<file path="config.mk">
export PLATFORM = sky130hd
export DESIGN_NAME = wdt_dual_period
export DESIGN_NICKNAME = d
export VERILOG_FILES = /design/src/rtl/wdt_pkg.sv /design/src/rtl/wdt_period_sel.sv /design/src/rtl/wdt_clear_detect.sv /design/src/rtl/wdt_dual_period.sv
export SDC_FILE = /design/constraint.sdc
export NUM_CORES = 1
export LEC_CHECK = 0
export ABC_AREA = 1
export BUFFER_PORTS_ARGS = -buffer_cell sky130_fd_sc_hd__buf_2
export CELL_PAD_IN_SITES_DETAIL_PLACEMENT = 1
export CELL_PAD_IN_SITES_GLOBAL_PLACEMENT = 1
export CORE_MARGIN = 3
export CORE_UTILIZATION = 42
export CTS_CLUSTER_DIAMETER = 40
export DETAILED_ROUTE_END_ITERATION = 7
export PLACE_DENSITY_LB_ADDON = 0.1
export SETUP_SLACK_MARGIN = 0.5
export SKIP_CTS_REPAIR_TIMING = 1
export SYNTH_ARGS = -nofsm -noshare
export SYNTH_HDL_FRONTEND = slang
export SYNTH_SLANG_ARGS = --single-unit
</file>
<file path="constraint.sdc">
create_clock -name clk -period 2.5 [get_ports clk]
set_input_delay 0.25 -clock clk [delete_from_list [all_inputs] [get_ports clk]]
set_output_delay 0.25 -clock clk [all_outputs]
set_load 0.02 [all_outputs]
</file>
<file path="src/rtl/wdt_pkg.sv">
package wdt_pkg;
    localparam int CODE_W   = 3;
    localparam int LOG_STEP = 2;
    localparam int CNT_W    = LOG_STEP * ((1 << CODE_W) - 1) + 1;

    typedef logic [CNT_W-1:0]  cnt_t;
    typedef logic [CODE_W-1:0] code_t;

    typedef struct packed {
        logic armed;
        logic fault;
        cnt_t cnt;
    } core_st_t;

    function automatic cnt_t len_of(input code_t code);
        return cnt_t'(1) << (LOG_STEP * int'(code));
    endfunction
endpackage

</file>
<file path="src/rtl/wdt_period_sel.sv">
module wdt_period_sel
    import wdt_pkg::*;
(
    input  logic  init_en,
    input  code_t init_code,
    input  code_t norm_code,
    output cnt_t  start_len,
    output cnt_t  norm_len
);
    cnt_t init_len;

    always_comb begin
        init_len  = len_of(init_code);
        norm_len  = len_of(norm_code);
        start_len = init_en ? init_len : norm_len;
    end
endmodule

</file>
<file path="src/rtl/wdt_clear_detect.sv">
module wdt_clear_detect #(
    parameter int NUM_GPI = 4,
    parameter int NUM_PO  = 8,
    localparam int GSEL_W = $clog2(NUM_GPI),
    localparam int PSEL_W = $clog2(NUM_PO)
) (
    input  logic              clk,
    input  logic              rst_n,
    input  logic [NUM_GPI-1:0] gpi,
    input  logic [NUM_PO-1:0]  po,
    input  logic [1:0]         mode,
    input  logic [GSEL_W-1:0]  gsel,
    input  logic [PSEL_W-1:0]  psel,
    output logic               clr
);
    typedef struct packed {
        logic [NUM_GPI-1:0] gpi_prev;
        logic [NUM_PO-1:0]  po_prev;
    } hist_t;

    hist_t h_d, h_q;
    logic  gpi_chg, po_chg;

    always_comb begin
        h_d.gpi_prev = gpi;
        h_d.po_prev  = po;
        gpi_chg      = gpi[gsel] ^ h_q.gpi_prev[gsel];
        po_chg       = po[psel]  ^ h_q.po_prev[psel];
        clr          = (mode[0] & gpi_chg) | (mode[1] & po_chg);
    end

    always_ff @(posedge clk) begin
        h_q <= h_d;
    end

    p_still_inputs_r8: assert property (@(posedge clk) disable iff (!rst_n)
        ($stable(gpi) && $stable(po)) |-> !clr);
endmodule

</file>
<file path="src/rtl/wdt_dual_period.sv">
module wdt_dual_period
    import wdt_pkg::*;
#(
    parameter int NUM_GPI = 4,
    parameter int NUM_PO  = 8,
    localparam int GSEL_W = $clog2(NUM_GPI),
    localparam int PSEL_W = $clog2(NUM_PO)
) (
    input  logic               clk,
    input  logic               rst_n,
    input  logic               tick,
    input  logic [NUM_GPI-1:0] gpi,
    input  logic [NUM_PO-1:0]  po,
    input  logic               cfg_enable,
    input  logic               cfg_init_en,
    input  logic [2:0]         cfg_init_code,
    input  logic [2:0]         cfg_norm_code,
    input  logic [1:0]         cfg_clr_mode,
    input  logic [GSEL_W-1:0]  cfg_gpi_sel,
    input  logic [PSEL_W-1:0]  cfg_po_sel,
    output logic               wd_fault
);
    core_st_t st_d, st_q;
    cnt_t     start_len, norm_len;
    logic     clr;

    wdt_period_sel u_len (
        .init_en   (cfg_init_en),
        .init_code (cfg_init_code),
        .norm_code (cfg_norm_code),
        .start_len (start_len),
        .norm_len  (norm_len)
    );

    wdt_clear_detect #(.NUM_GPI(NUM_GPI), .NUM_PO(NUM_PO)) u_clr (
        .clk   (clk),
        .rst_n (rst_n),
        .gpi   (gpi),
        .po    (po),
        .mode  (cfg_clr_mode),
        .gsel  (cfg_gpi_sel),
        .psel  (cfg_po_sel),
        .clr   (clr)
    );

    always_comb begin
        st_d = st_q;
        if (!rst_n) begin
            st_d.armed = 1'b0;
            st_d.fault = 1'b0;
            st_d.cnt   = cnt_t'(1);
        end else if (!cfg_enable) begin
            st_d.armed = 1'b0;
            st_d.fault = 1'b0;
        end else if (clr) begin
            st_d.armed = 1'b1;
            st_d.fault = 1'b0;
            st_d.cnt   = norm_len;
        end else if (!st_q.armed) begin
            st_d.armed = 1'b1;
            st_d.cnt   = start_len;
        end else if (tick) begin
            if (st_q.cnt == cnt_t'(1)) begin
                st_d.fault = 1'b1;
                st_d.cnt   = norm_len;
            end else begin
                st_d.fault = 1'b0;
                st_d.cnt   = st_q.cnt - cnt_t'(1);
            end
        end
    end

    always_ff @(posedge clk) begin
        st_q <= st_d;
    end

    assign wd_fault = st_q.fault;

    p_off_quiet_r2: assert property (@(posedge clk) disable iff (!rst_n)
        !cfg_enable |=> !wd_fault);

    p_fault_on_tick_r9: assert property (@(posedge clk) disable iff (!rst_n)
        $rose(wd_fault) |-> $past(tick));

    p_clear_wins_r10: assert property (@(posedge clk) disable iff (!rst_n)
        (cfg_enable && clr) |=> (!wd_fault && st_q.cnt == $past(norm_len)));

    p_hold_idle_r3: assert property (@(posedge clk) disable iff (!rst_n)
        (cfg_enable && st_q.armed && !clr && !tick) |=> ($stable(st_q.cnt) && $stable(wd_fault)));

    p_cnt_nonzero_r5: assert property (@(posedge clk) disable iff (!rst_n)
        st_q.cnt != '0);

    p_len_power_r4: assert property (@(posedge clk) disable iff (!rst_n)
        $countones(start_len) == 1 && $countones(norm_len) == 1);
endmodule

</file>
==> metrics.cfg <==
[clocking]
cts_buffer_depth=2
cts.sinks=29
htreeDepth=2
cts_made_buffers=5
clkTransAtPathRegs_ns=0.07
worstSkewPairLatency_ns=0.28
cts_tree=built
cts-root-buf=clkbuf_8

[drt]
routed_wl_um=6660
drt_iter0_markers=126
detail_route.wl_per_cell_um=13.9
antenna_left=0
via_per_inst=5.12
drc=0
via_count=2462
drtPass1Iterations=4

[critical_path]
required_ns=2.72
cp-end-kind=register
crit_path_max_incr_delay_ns=0.37
arrival_ns=2.07
path_common_cell=nand3_1
path_class=register to register
critPathLaunchType=register
crit_family=simple AND/OR/NAND/NOR gates
crit_chain=inv_1 > ha_1 > nand3_1 > nor2_2 > nand3_1 > nand2_1 > nand3_1 > nand2_1 > nand3_1 > nand3_1 > nor2_1 > nor2_1
critPathSlowestCell=dfxtp_1
worst-path-buf-inv=1
path_max_fanout=6

[pwr]
internal_power_mw=0.924
p_sw_frac=0.323
switchingPower_mw=0.440
power_density_mw_per_mm2=547
vdd_drop_max_uv=345
leakagePower_nw=1.38
power_frac_seq=0.376
pwr-share-comb=0.250
pwr-share-clk=0.374

[global_route]
grt_pass1_wl_um=11700
antenna_found_initial=0
track_usage=0.237
first_global_vias=2572
grt-ovfl-total=0
grt_max_degree=16

[synthesis]
async_flop_share=0
syn_inst=384
syn_area_mm2=0.00216
synth.most_common_cell=nand2_1
synth_warnings=0
synth_seq_area_share=0.268
synth_edf_count=0
synth.distinct_cells=24
avgSynthCellArea_um2=5.64
synth_ff_type=dfxtp_1
yosys.area.top_type=dfxtp_1
syn-num-nets=416
synthTopCellsByArea=dfxtp_1 (27%), nand2_1 (22%), nand3_1 (15%)
synthTopCellsByCount=nand2_1 (127), nand3_1 (66), inv_1 (59)
ys_ff_latch=29
synth_top_cell_area_share=0.268

[floorplan]
rows=25
initial_core_util=0.446
coreArea_mm2=0.00485
fp.dieArea_mm2=0.00605
fp.dieH_um=77.8
num_io_pins=31
dieWidth_um=77.8

[worst_hold_path]
hold_path.class=input port to register

[placed_design]
port_buffers=30
dp_hpwl_um=5150
place_area_mm2=0.00235
place_congestion=0.812

[final_layout]
area_delta_synth_final_pct=15.3
post-route-cell-area_mm2=0.00249
fillerInstances=725
n_antenna_cell=0
drive_gt1_frac=0.126
fin_nets=445

[sta]
fin_crit_sh=0.738
worst_pin_slew_ns=0.415
timing.setup.tns_ns=0
skew_ns=0.00620
fmax_ghz=0.542
slew_violations=0
period_needed_ns=1.85
rsz0062_at_grt=true
setup_viol=0
hold_violations=0
slew_headroom=0.723

[status]
outcome=complete, no violations

[run]
maxCapViolations=0

[cell usage in the layout, fill, tap and decap left out, types with 2 or more instances in the layout]
master    Yosys  routed
nand2_1     127     127
nand3_1      66      65
inv_1        59      59
nor2_1       50      46
buf_2         2      30
dfxtp_1      29      29
o21ai_0       8       8
o22ai_1       8       8
clkbuf_8      0       6
xor2_1        5       5
nor2_2        1       4
nor3_1        4       4
xnor2_1       3       3
a21oi_1       4       3
nand2_2       2       2
nand3_4       2       2
ha_1          2       2
[power by group through the flow]
stage | logic (mW) | clock network [mW] | registers, mW
4_1_cts | 0.336 | 0.519 | 0.512
3_3_place_gp | 0.320 | 0 | 0.521
2_1_floorplan | 0.237 | 0 | 0.513
5_1_grt | 0.393 | 0.544 | 0.516
6_report | 0.341 | 0.510 | 0.514
3_5_place_dp | 0.329 | 0 | 0.522
[per-layer routing]
layer  GRT usage  wire length, µm  up-vias
met5           0                0        -
met4      0.0747               91        0
met3      0.0394              363        8
met2       0.406             3230       68
met1       0.301             2980     1135
li1            -                -     1251
[cells by family (layout without fill, tap and decap cells)]
group	count (synthesis)	after routing	synth area share
AND/OR/NAND/NOR	255	255	0.505
XOR/XNOR	8	8	0.0324
buffers and inverters	70	100	0.132
AO/OA/AOI/OAI	20	20	0.0509
adder cells (fa/ha/maj)	2	2	0.0116
flip-flops	29	29	0.268
[flip-flops by register name (all words and copies together), names as in the netlist]
register	count
u_clr.h_q	12
st_q	16
wd_fault	1
[worst reg2reg max path: stages (launching register included)]
cell     delay, ns
dfxtp_1       0.37
inv_1         0.11
ha_1          0.24
nand3_1       0.20
nor2_2        0.23
nand3_1       0.11
nand2_1       0.08
nand3_1       0.08
nand2_1       0.08
nand3_1       0.07
nand3_1       0.08
nor2_1        0.05
nor2_1        0.07
[path summary, 6_finish.rpt]
path                        startpoint  cells past startpoint  slack, ns                    end
hold / removal                   po[4]                      1       0.08   u_clr.h_q[4]$_DFF_P_
setup / recovery  st_q[0]$_SDFFE_PN1P_                     12       0.65  st_q[14]$_SDFFE_PN0P_
setup reg to reg  st_q[0]$_SDFFE_PN1P_                     12       0.65  st_q[14]$_SDFFE_PN0P_
hold reg to reg   st_q[1]$_SDFFE_PN0P_                      2       0.52   st_q[1]$_SDFFE_PN0P_
[stage by stage]
step	hold WS [ns]	worst slack (ns)	instances	util	power (mW)
3_3_place_gp	0.365	0.659	473	0.485	0.841
2_1_floorplan	0.278	0.982	384	-	0.750
5_1_grt	0.0684	0.485	481	0.515	1.45
6_report	0.0761	0.655	481	0.515	1.36
4_1_cts	0.0679	0.567	481	0.510	1.37
3_5_place_dp	0.368	0.590	473	0.485	0.851
[cell type report]
| type | count | area [µm²] | share of cell area |
|---|---|---|---|
| multi-input combinational | 285 | 1320 | 0.530 |
| inverter | 61 | 231 | 0.0928 |
| clock buffer | 6 | 82.6 | 0.0331 |
| timing repair buffer | 31 | 158 | 0.0632 |
| clock inverter | 2 | 37.5 | 0.0150 |
| sequential | 29 | 581 | 0.233 |
| tap | 67 | 83.8 | 0.0336 |
(Power assumes the default switching activity.)
